## src/rtl/aecc_pkg.sv

```systemverilog
package aecc_pkg;
  // Largest burst guaranteed correctable for a given width and stride.
  function automatic int burst_reach(int k, int s);
    int tail;
    tail = k - 2 * s;
    return (tail < s) ? tail : s;
  endfunction
endpackage

```

## src/rtl/aecc_encoder.sv

```systemverilog
module aecc_encoder #(
  parameter int K = 16,
  parameter int S = 5
) (
  input  logic [K-1:0] data_i,
  output logic [K-1:0] chk_o
);
  for (genvar i = 0; i < K; i++) begin : g_chk
    localparam int LO = (i - S + K) % K;
    assign chk_o[i] = data_i[i] ^ data_i[LO];
  end
endmodule

```

## src/rtl/aecc_syndrome.sv

```systemverilog
module aecc_syndrome #(
  parameter int K = 16,
  parameter int S = 5
) (
  input  logic [K-1:0] data_i,
  input  logic [K-1:0] chk_i,
  output logic [K-1:0] syn_o
);
  for (genvar i = 0; i < K; i++) begin : g_syn
    localparam int LO = (i - S + K) % K;
    assign syn_o[i] = chk_i[i] ^ data_i[i] ^ data_i[LO];
  end
endmodule

```

## src/rtl/aecc_corrector.sv

```systemverilog
module aecc_corrector #(
  parameter int K = 16,
  parameter int S = 5
) (
  input  logic [K-1:0] data_i,
  input  logic [K-1:0] syn_i,
  output logic [K-1:0] data_o
);
  for (genvar i = 0; i < K; i++) begin : g_fix
    localparam int HI = (i + S) % K;
    assign data_o[i] = data_i[i] ^ (syn_i[i] & syn_i[HI]);
  end
endmodule

```

## src/rtl/aecc_store.sv

```systemverilog
module aecc_store #(
  parameter int K = 16
) (
  input  logic           clk,
  input  logic           rst_n,
  input  logic           wr_en,
  input  logic [K-1:0]   wr_data,
  input  logic [K-1:0]   wr_chk,
  input  logic           inj_en,
  input  logic [2*K-1:0] inj_mask,
  output logic [2*K-1:0] vec_o
);
  localparam int W = 2 * K;

  logic [W-1:0] vec_q;
  logic [W-1:0] vec_d;
  logic         load;

  always_comb begin
    vec_d = vec_q;
    load  = wr_en | inj_en;
    if (wr_en) begin
      vec_d = {wr_chk, wr_data};
    end else if (inj_en) begin
      vec_d = vec_q ^ inj_mask;
    end
  end

  always_ff @(posedge clk or negedge rst_n) begin
    if (!rst_n) begin
      vec_q <= '0;
    end else if (load) begin
      vec_q <= vec_d;
    end
  end

  assign vec_o = vec_q;

  assert_write_loads_R2: assert property (@(posedge clk) disable iff (!rst_n)
    wr_en |=> vec_q[K-1:0] == $past(wr_data));

  assert_inject_xor_R9: assert property (@(posedge clk) disable iff (!rst_n)
    (inj_en && !wr_en) |=> vec_q == ($past(vec_q) ^ $past(inj_mask)));

  assert_idle_hold_R9: assert property (@(posedge clk) disable iff (!rst_n)
    (!inj_en && !wr_en) |=> $stable(vec_q));
endmodule

```

## src/rtl/adj_burst_reg.sv

```systemverilog
module adj_burst_reg #(
  parameter int K = 16,
  parameter int S = 5
) (
  input  logic           clk,
  input  logic           rst_n,
  input  logic           wr_en,
  input  logic [K-1:0]   wr_data,
  input  logic           inj_en,
  input  logic [2*K-1:0] inj_mask,
  output logic [K-1:0]   rd_data,
  output logic           err_seen
);
  localparam int W     = 2 * K;
  localparam int BURST = aecc_pkg::burst_reach(K, S);

  initial begin
    assert_param_legal: assert (S >= 1 && K >= 3 * S && BURST == S);
  end

  // Reset: asserted asynchronously, released on the clock.
  logic [1:0] rst_pipe_q;
  logic       rst_int_n;

  always_ff @(posedge clk or negedge rst_n) begin
    if (!rst_n) begin
      rst_pipe_q <= '0;
    end else begin
      rst_pipe_q <= {rst_pipe_q[0], 1'b1};
    end
  end
  assign rst_int_n = rst_pipe_q[1];

  logic [K-1:0] enc_chk;
  logic [W-1:0] vec;
  logic [K-1:0] syn;

  aecc_encoder #(.K(K), .S(S)) u_enc (
    .data_i (wr_data),
    .chk_o  (enc_chk)
  );

  aecc_store #(.K(K)) u_store (
    .clk      (clk),
    .rst_n    (rst_int_n),
    .wr_en    (wr_en),
    .wr_data  (wr_data),
    .wr_chk   (enc_chk),
    .inj_en   (inj_en),
    .inj_mask (inj_mask),
    .vec_o    (vec)
  );

  aecc_syndrome #(.K(K), .S(S)) u_syn (
    .data_i (vec[K-1:0]),
    .chk_i  (vec[W-1:K]),
    .syn_o  (syn)
  );

  aecc_corrector #(.K(K), .S(S)) u_fix (
    .data_i (vec[K-1:0]),
    .syn_i  (syn),
    .data_o (rd_data)
  );

  assign err_seen = |syn;

  assert_clean_after_write_R3: assert property (@(posedge clk) disable iff (!rst_int_n)
    wr_en |=> !err_seen);

  assert_write_priority_R8: assert property (@(posedge clk) disable iff (!rst_int_n)
    (wr_en && inj_en) |=> (rd_data == $past(wr_data)) && !err_seen);

  assert_single_flip_repaired_R4: assert property (@(posedge clk) disable iff (!rst_int_n)
    (!wr_en && inj_en && !err_seen && $countones(inj_mask) == 1) |=> $stable(rd_data) && err_seen);
endmodule

```

## config.mk

```make
export PLATFORM = sky130hd
export DESIGN_NAME = adj_burst_reg
export DESIGN_NICKNAME = d
export VERILOG_FILES = /design/src/rtl/aecc_pkg.sv /design/src/rtl/aecc_encoder.sv /design/src/rtl/aecc_syndrome.sv /design/src/rtl/aecc_corrector.sv /design/src/rtl/aecc_store.sv /design/src/rtl/adj_burst_reg.sv
export SDC_FILE = /design/constraint.sdc
export NUM_CORES = 1
export LEC_CHECK = 0
export CORE_MARGIN = 8
export CORE_UTILIZATION = 40
export DETAILED_ROUTE_END_ITERATION = 16
export PLACE_DENSITY = 0.73
export SLEW_MARGIN = 10
export SYNTH_ARGS = -nofsm -noshare
export SYNTH_HDL_FRONTEND = slang
export SYNTH_SLANG_ARGS = --single-unit
```

## constraint.sdc

```tcl
create_clock -name clk -period 1.85 [get_ports clk]
set_clock_uncertainty 0.15 [all_clocks]
set_input_delay 0.4625 -clock clk [delete_from_list [all_inputs] [get_ports clk]]
set_output_delay 0.4625 -clock clk [all_outputs]
set_load 0.05 [all_outputs]
```

==> impl_metrics.py, run 1 <==
metrics = {
    "outcome": {
        "outcome": "complete, but fails checks",
        "violations": "setup timing",
    },
    "routing": {
        "via_per_inst": 4.67,
        "totalWireLength_um": 6670,
        "ant_nets": 0,
        "vias": 2225,
        "drt-wirelength-per-cell_um": 14.0,
        "drt_iter0_markers": 127,
        "drc": 0,
        "dr.pass1.iters": 4,
    },
    "clock_network": {
        "cts_tree": "done",
        "clk_latency_ns": 0.28,
        "clock_path_buffers": 2,
        "cts_hold_buf": 0,
        "numCtsBuffers": 5,
        "clk_pin_slew_ns": 0.07,
        "htreeDepth": 2,
        "root_buffer": "clkbuf_8",
        "clkSinkCount": 34,
    },
    "global_routing": {
        "track_usage": 0.145,
        "antenna_found_initial": 0,
        "grt-ovfl-total": 0,
        "grt_pass1_vias": 2270,
        "grt_pass1_wl_um": 10100,
        "grt_start_max_net_pins": 65,
    },
    "worst_setup_path": {
        "critPathLaunchType": "flip-flop",
        "path_cells": "xnor2_2 > a21oi_1 > nor4b_2 > buf_4 > nand4_1 > buf_6",
        "max_stage_delay_ns": 0.45,
        "required_ns": 1.24,
        "crit_type": "flip-flop to output pin",
        "cp-end-kind": "output pin",
        "cp_slowest_cell": "dfrtp_2",
        "crit_arrival_ns": 1.83,
        "path_max_fanout": 3,
    },
    "sta": {
        "rsz0062_at_grt": "true",
        "finalSetupTns_ns": -4.53,
        "max_freq_mhz": 410,
        "fin_ws_ns": -0.588,
        "setup_violations": 17,
        "min_period_ns": 2.44,
        "period_share": 1.32,
        "slew_violations": 0,
        "hold_viol": 0,
    },
    "final_layout": {
        "fin_nets": 452,
        "fin_util": 0.715,
        "final_cell_mix": "nand2_1 (70), xor2_1 (61), clkdlybuf4s50_1 (50)",
        "layout-drive-gt1-share": 0.349,
        "antenna_cells_inserted": 0,
        "multi_input_area_mm2": 0.00170,
        "syn_to_final_growth_pct": 76.0,
        "nFillCells": 429,
        "stdcell_count": 476,
        "regArea_um2": 860,
        "final_common_cell": "nand2_1",
    },
    "synthesis": {
        "synth-seq-cells": 34,
        "syn_avg_cell_area_um2": 8.38,
        "syn_inst": 280,
        "yosysTopAreaCell": "dfrtp_1",
        "synth.net_count": 332,
        "yosysUniqueCellTypes": 19,
        "yosysWarnings": 0,
        "synth_area_leaders": "dfrtp_1 (36%), xor2_1 (27%), nand2_1 (11%), o21ai_0 (9.0%), maj3_1 (3.8%)",
        "synth_area_mm2": 0.00235,
        "netlist.area_leader.share": 0.362,
        "seq_area_frac_synth": 0.362,
    },
    "power": {
        "power_density_mw_per_mm2": 966,
        "peakVddDrop_uv": 580,
        "p_leak_nw": 1.82,
    },
    "job": {
        "cap_violations": 0,
    },
    "floorplan": {
        "core_area_mm2": 0.00578,
        "die_y_um": 92.6,
        "die_w_um": 92.6,
        "rows": 28,
        "io_pins": 69,
        "dieArea_mm2": 0.00858,
        "start_util": 0.406,
    },
    "placed_design": {
        "port_buffers": 68,
        "pre_cts_ws_ns": -0.262,
        "routabilityCongestion": 0.779,
        "hpwl_um": 4540,
        "placed_cells": 457,
    },
    "worst_hold_path": {
        "hp-class": "flip-flop to asynchronous set/reset pin",
    },
}
## report_power, final
| group | internal [mW] | switching [mW] | total, mW |
|---|---|---|---|
| combinational | 1.21 | 1.16 | 2.37 |
| sequential | 0.845 | 0.132 | 0.977 |
| clock | 0.376 | 0.265 | 0.641 |
## synth_stat cells
library cell,count
nand2_1,70
dfrtp_1,34
nor2_1,6
buf_2,1
maj3_1,9
conb_1,1
o21ai_0,42
a21boi_0,1
a21oi_1,6
nor4b_1,3
clkbuf_1,17
o21a_1,3
or3_1,1
nand3_1,1
xor2_1,73
nand4_1,1
inv_1,1
a211oi_2,1
xnor2_1,9
## path summary, 6_finish.rpt
path | from | endpoint | cells past startpoint | slack, ns
max reg2reg | u_store.vec_o[30]$_DFFE_PN0P_ | u_store.vec_o[30]$_DFFE_PN0P_ | 6 | 0.48
max | u_store.vec_o[6]$_DFFE_PN0P_ | err_seen | 6 | -0.59
min in group clk | rst_pipe_q[0]$_DFF_PN0_ | rst_pipe_q[1]$_DFF_PN0_ | 0 | 0.21
min | rst_pipe_q[1]$_DFF_PN0_ | u_store.vec_o[23]$_DFFE_PN0P_ | 1 | 0.12
min reg2reg | rst_pipe_q[1]$_DFF_PN0_ | u_store.vec_o[23]$_DFFE_PN0P_ | 1 | 0.12
max in group asynchronous | rst_pipe_q[1]$_DFF_PN0_ | u_store.vec_o[31]$_DFFE_PN0P_ | 1 | 1.10
## sequential cells by signal, indices dropped and copies added (netlist names)
name and cells:
u_store.vec_o 32, rst_pipe_q 2
## stage by stage
step / area (um^2) / total power [mW] / hold WS (ns)
finish: 4130 / 3.99 / 0.115
global route: 4130 / 4.19 / 0.168
CTS: 3930 / 3.84 / 0.136
detailed placement: 3550 / 2.91 / 0.130
global placement: 3550 / 2.89 / 0.121
floorplan: 2370 / 2.01 / 0.0169
## cell families (layout without fill, tap and decap cells)
logic type,after synthesis,count (layout),synth area share
DFF,34,34,0.362
AOI/OAI and AO/OA,53,53,0.120
xor gates and xnor gates,82,82,0.306
other,1,1,0.00160
buffers and inverters,19,140,0.0309
and+or+nand+nor,82,82,0.140
adders and majority gates,9,9,0.0384
## timing repair
item / in CTS / in global routing
setup buffers: 8 / 10
endpoints found under the setup margin: 17 / 17
resized for setup: 57 / 33
pin swaps: 16 / 13
## cell type report
class / count / area share
clock buffer: 8 / 0.0267
inverter: 1 / 0.000909
multi-input combinational: 227 / 0.412
sequential: 34 / 0.208
tap: 75 / 0.0227
timing repair buffer: 131 / 0.330
## per-layer routing
| layer | up-vias | share of wire | GRT usage | routed length (um) |
|---|---|---|---|---|
| li1 | 1126 | - | - | - |
| met1 | 1053 | 0.42 | 0.165 | 2800 |
| met2 | 39 | 0.53 | 0.259 | 3520 |
| met3 | 7 | 0.040 | 0.0380 | 265 |
| met4 | 0 | 0.011 | 0.0416 | 73 |
| met5 | - | 0 | 0 | 0 |
## worst max-delay path, delay by kind of cell (launching register included)
kind / cells / cell delay (ns)
DFF: 1 / 0.45
and+or+nand+nor: 2 / 0.42
xor gates and xnor gates: 1 / 0.23
AOI/OAI and AO/OA: 1 / 0.10
buffers and inverters: 2 / 0.34
Power figures use the tool's default switching activity.
==> run 2, diff against run 1 <==
--- a/config.mk
+++ b/config.mk
@@ -8,8 +8,9 @@
 export CORE_MARGIN = 8
 export CORE_UTILIZATION = 40
 export DETAILED_ROUTE_END_ITERATION = 16
-export PLACE_DENSITY = 0.73
+export PLACE_DENSITY = 0.71
 export SLEW_MARGIN = 10
 export SYNTH_ARGS = -nofsm -noshare
 export SYNTH_HDL_FRONTEND = slang
+export SYNTH_HIERARCHICAL = 1
 export SYNTH_SLANG_ARGS = --single-unit
==> run 2 against run 1 <==
The run still ends with setup timing left. Critical endpoint unchanged. Setup slack improved by 0.014 ns. Clock power rose by 0.9%. Maximum frequency rose by 0.57%. Critical path depth fell by 2. Utilization rose by 1.3 points. Global-route usage rose by 2.4 points. Via count rose by 10%. Non-clock buffer count rose by 4.
==> impl_metrics.py, run 2 <==
metrics = {
    "global_routing": {
        "track_usage": 0.169,
        "antenna_found_initial": 0,
        "grt_pass1_vias": 2728,
        "grt_start_max_net_pins": 65,
        "grt_pass1_wl_um": 13200,
        "grt-ovfl-total": 0,
    },
    "job": {
        "cap_violations": 0,
    },
    "synthesis": {
        "syn_avg_cell_area_um2": 10.7,
        "synthFlopType": "dfrtp_1",
        "synth_common_cells": "nand2_1 (48), dfrtp_1 (34), a221o_1 (32), nor2b_1 (32), nor4bb_1 (32)",
        "synthArstFlopShare": 1.00,
        "seq_area_frac_synth": 0.319,
        "yosysTopAreaCell": "dfrtp_1",
        "syn_inst": 249,
        "netlist.area_leader.share": 0.319,
        "synth_edf_count": 0,
        "synth.net_count": 301,
        "yosysMostFrequentCell": "nand2_1",
        "synth_area_leaders": "dfrtp_1 (32%), xor3_1 (14%), a221o_1 (12%), nor4bb_1 (12%), nor2b_1 (7.5%)",
        "synth-seq-cells": 34,
        "synth_area_mm2": 0.00267,
        "yosysUniqueCellTypes": 15,
        "yosysWarnings": 6,
    },
    "clock_network": {
        "clock_path_buffers": 2,
        "clk_pin_slew_ns": 0.07,
        "numCtsBuffers": 5,
        "cts_tree": "done",
        "root_buffer": "clkbuf_8",
        "clkSinkCount": 34,
        "htreeDepth": 2,
        "clk_latency_ns": 0.28,
    },
    "worst_setup_path": {
        "path_max_fanout": 3,
        "path_cells": "xor3_1 > nor4_2 > nand4_1 > buf_6",
        "r2r_end": "u_store/vec_o[4]$_DFFE_PN0P_",
        "ff2ff_setup_slack_ns": 0.26,
        "critPathLaunchType": "flip-flop",
        "required_ns": 1.24,
        "rr_startpoint": "u_store/vec_o[4]$_DFFE_PN0P_",
        "cp-endpoint": "err_seen",
        "cp-end-kind": "output pin",
        "max_stage_delay_ns": 0.43,
        "cp_slowest_cell": "dfrtp_2",
        "startpoint": "u_store/vec_o[14]$_DFFE_PN0P_",
        "rr_worst_depth": 5,
        "crit_type": "flip-flop to output pin",
        "crit_arrival_ns": 1.81,
    },
    "routing": {
        "vias": 2454,
        "dr.pass1.iters": 4,
        "via_per_inst": 5.43,
        "ant_nets": 0,
        "drt_iter0_markers": 88,
        "totalWireLength_um": 8040,
        "drt-wirelength-per-cell_um": 17.8,
        "drc": 0,
    },
    "power": {
        "p_int_mw": 3.14,
        "pwr-share-clk": 0.127,
        "combPwrFrac": 0.695,
        "p_switching_mw": 1.97,
        "seqPwrFrac": 0.178,
        "switching_share": 0.385,
        "peakVddDrop_uv": 781,
        "power_density_mw_per_mm2": 1090,
        "p_leak_nw": 2.10,
    },
    "floorplan": {
        "die_w_um": 97.7,
        "die_y_um": 97.7,
        "dieArea_mm2": 0.00955,
        "io_pins": 69,
        "core_area_mm2": 0.00642,
        "rows": 29,
        "start_util": 0.416,
    },
    "placed_design": {
        "pre_cts_ws_ns": -0.341,
        "hpwl_um": 5660,
        "placed_cell_area_mm2": 0.00425,
        "port_buffers": 68,
        "routabilityCongestion": 0.755,
    },
    "sta": {
        "slew_violations": 0,
        "period_share": 1.31,
        "setup_violations": 17,
        "rsz0062_at_grt": "true",
        "fin_ws_ns": -0.574,
        "hold_viol": 0,
        "min_period_ns": 2.42,
        "max_freq_mhz": 413,
    },
    "final_layout": {
        "final_cell_mix": "clkdlybuf4s50_1 (49), buf_4 (49)",
        "antenna_cells_inserted": 0,
        "layout-drive-gt1-share": 0.400,
        "final_area_mm2": 0.00467,
        "syn_to_final_growth_pct": 75.1,
        "fin_nets": 426,
        "nFillCells": 442,
        "largest_register_ffs": 32,
    },
    "worst_hold_path": {
        "hp-class": "flip-flop to asynchronous set/reset pin",
    },
    "outcome": {
        "outcome": "complete, but fails checks",
        "violations": "setup timing",
    },
}
## run 2: power by group through the flow
stage	Combinational, mW	Clock (mW)	Sequential [mW]
global route	3.70	0.702	0.922
CTS	3.48	0.665	0.907
detailed placement	3.14	0	0.934
finish	3.55	0.647	0.910
floorplan	1.73	0	0.972
global placement	3.12	0	0.928
## run 2: final cells by class
| cell class | instances | area (um^2) | area share |
|---|---|---|---|
| multi-input combinational | 198 | 2160 | 0.463 |
| timing repair buffer | 135 | 1440 | 0.308 |
| sequential | 34 | 866 | 0.185 |
| clock buffer | 8 | 110 | 0.0236 |
| tap | 77 | 96.3 | 0.0206 |
## run 2: logic make-up after synthesis
| group | Yosys count | synth area share |
|---|---|---|
| other | 1 | 0.00140 |
| xor gates and xnor gates | 48 | 0.247 |
| AOI/OAI and AO/OA | 32 | 0.120 |
| and+or+nand+nor | 117 | 0.274 |
| buffers and inverters | 17 | 0.0384 |
| DFF | 34 | 0.319 |
## run 2: layer usage
layer,GRT usage,part of all wire,vias to the layer above
li1,-,-,1176
met4,0.0468,0.011,0
met3,0.0466,0.054,7
met5,0,0,-
met1,0.201,0.43,1204
met2,0.292,0.50,67
## run 2: worst max-delay path: cells and delay by family (launching register included)
family                 cells  cell delay [ns]
XOR/XNOR                   1             0.41
buffers and inverters      1             0.20
flip-flops                 1             0.43
AND/OR/NAND/NOR            2             0.50
## run 2: metrics by stage
| stage | utilization | hold slack, ns | power, mW | TNS, ns | instances |
|---|---|---|---|---|---|
| floorplan | - | 0.0169 | 2.71 | -2.20 | 249 |
| global placement | 0.662 | 0.133 | 4.05 | -3.02 | 431 |
| detailed placement | 0.662 | 0.145 | 4.08 | -3.17 | 431 |
| CTS | 0.718 | 0.153 | 5.05 | -7.59 | 451 |
| global route | 0.728 | 0.178 | 5.33 | -8.87 | 452 |
| finish | 0.728 | 0.126 | 5.11 | -7.76 | 452 |
## run 2: what timing repair did
action | in CTS | in global routing
gates resized for setup | 42 | 14
endpoints found under the setup margin | 17 | 17
pin swaps | 19 | 8
hold buffers | 0 | 0
buffers inserted | 12 | 1
## run 2: worst min-delay path by stage
| stage | to | slack, ns | cells past startpoint |
|---|---|---|---|
| after floorplan | rst_pipe_q[0]$_DFF_PN0_ | 0.02 | 0 |
| final | u_store/vec_o[23]$_DFFE_PN0P_ | 0.13 | 1 |
| after detailed placement | u_store/vec_o[23]$_DFFE_PN0P_ | 0.15 | 1 |
| after global routing | rst_pipe_q[1]$_DFF_PN0_ | 0.18 | 1 |
| after CTS | u_store/vec_o[23]$_DFFE_PN0P_ | 0.15 | 1 |
| after global placement | u_store/vec_o[2]$_DFFE_PN0P_ | 0.13 | 1 |
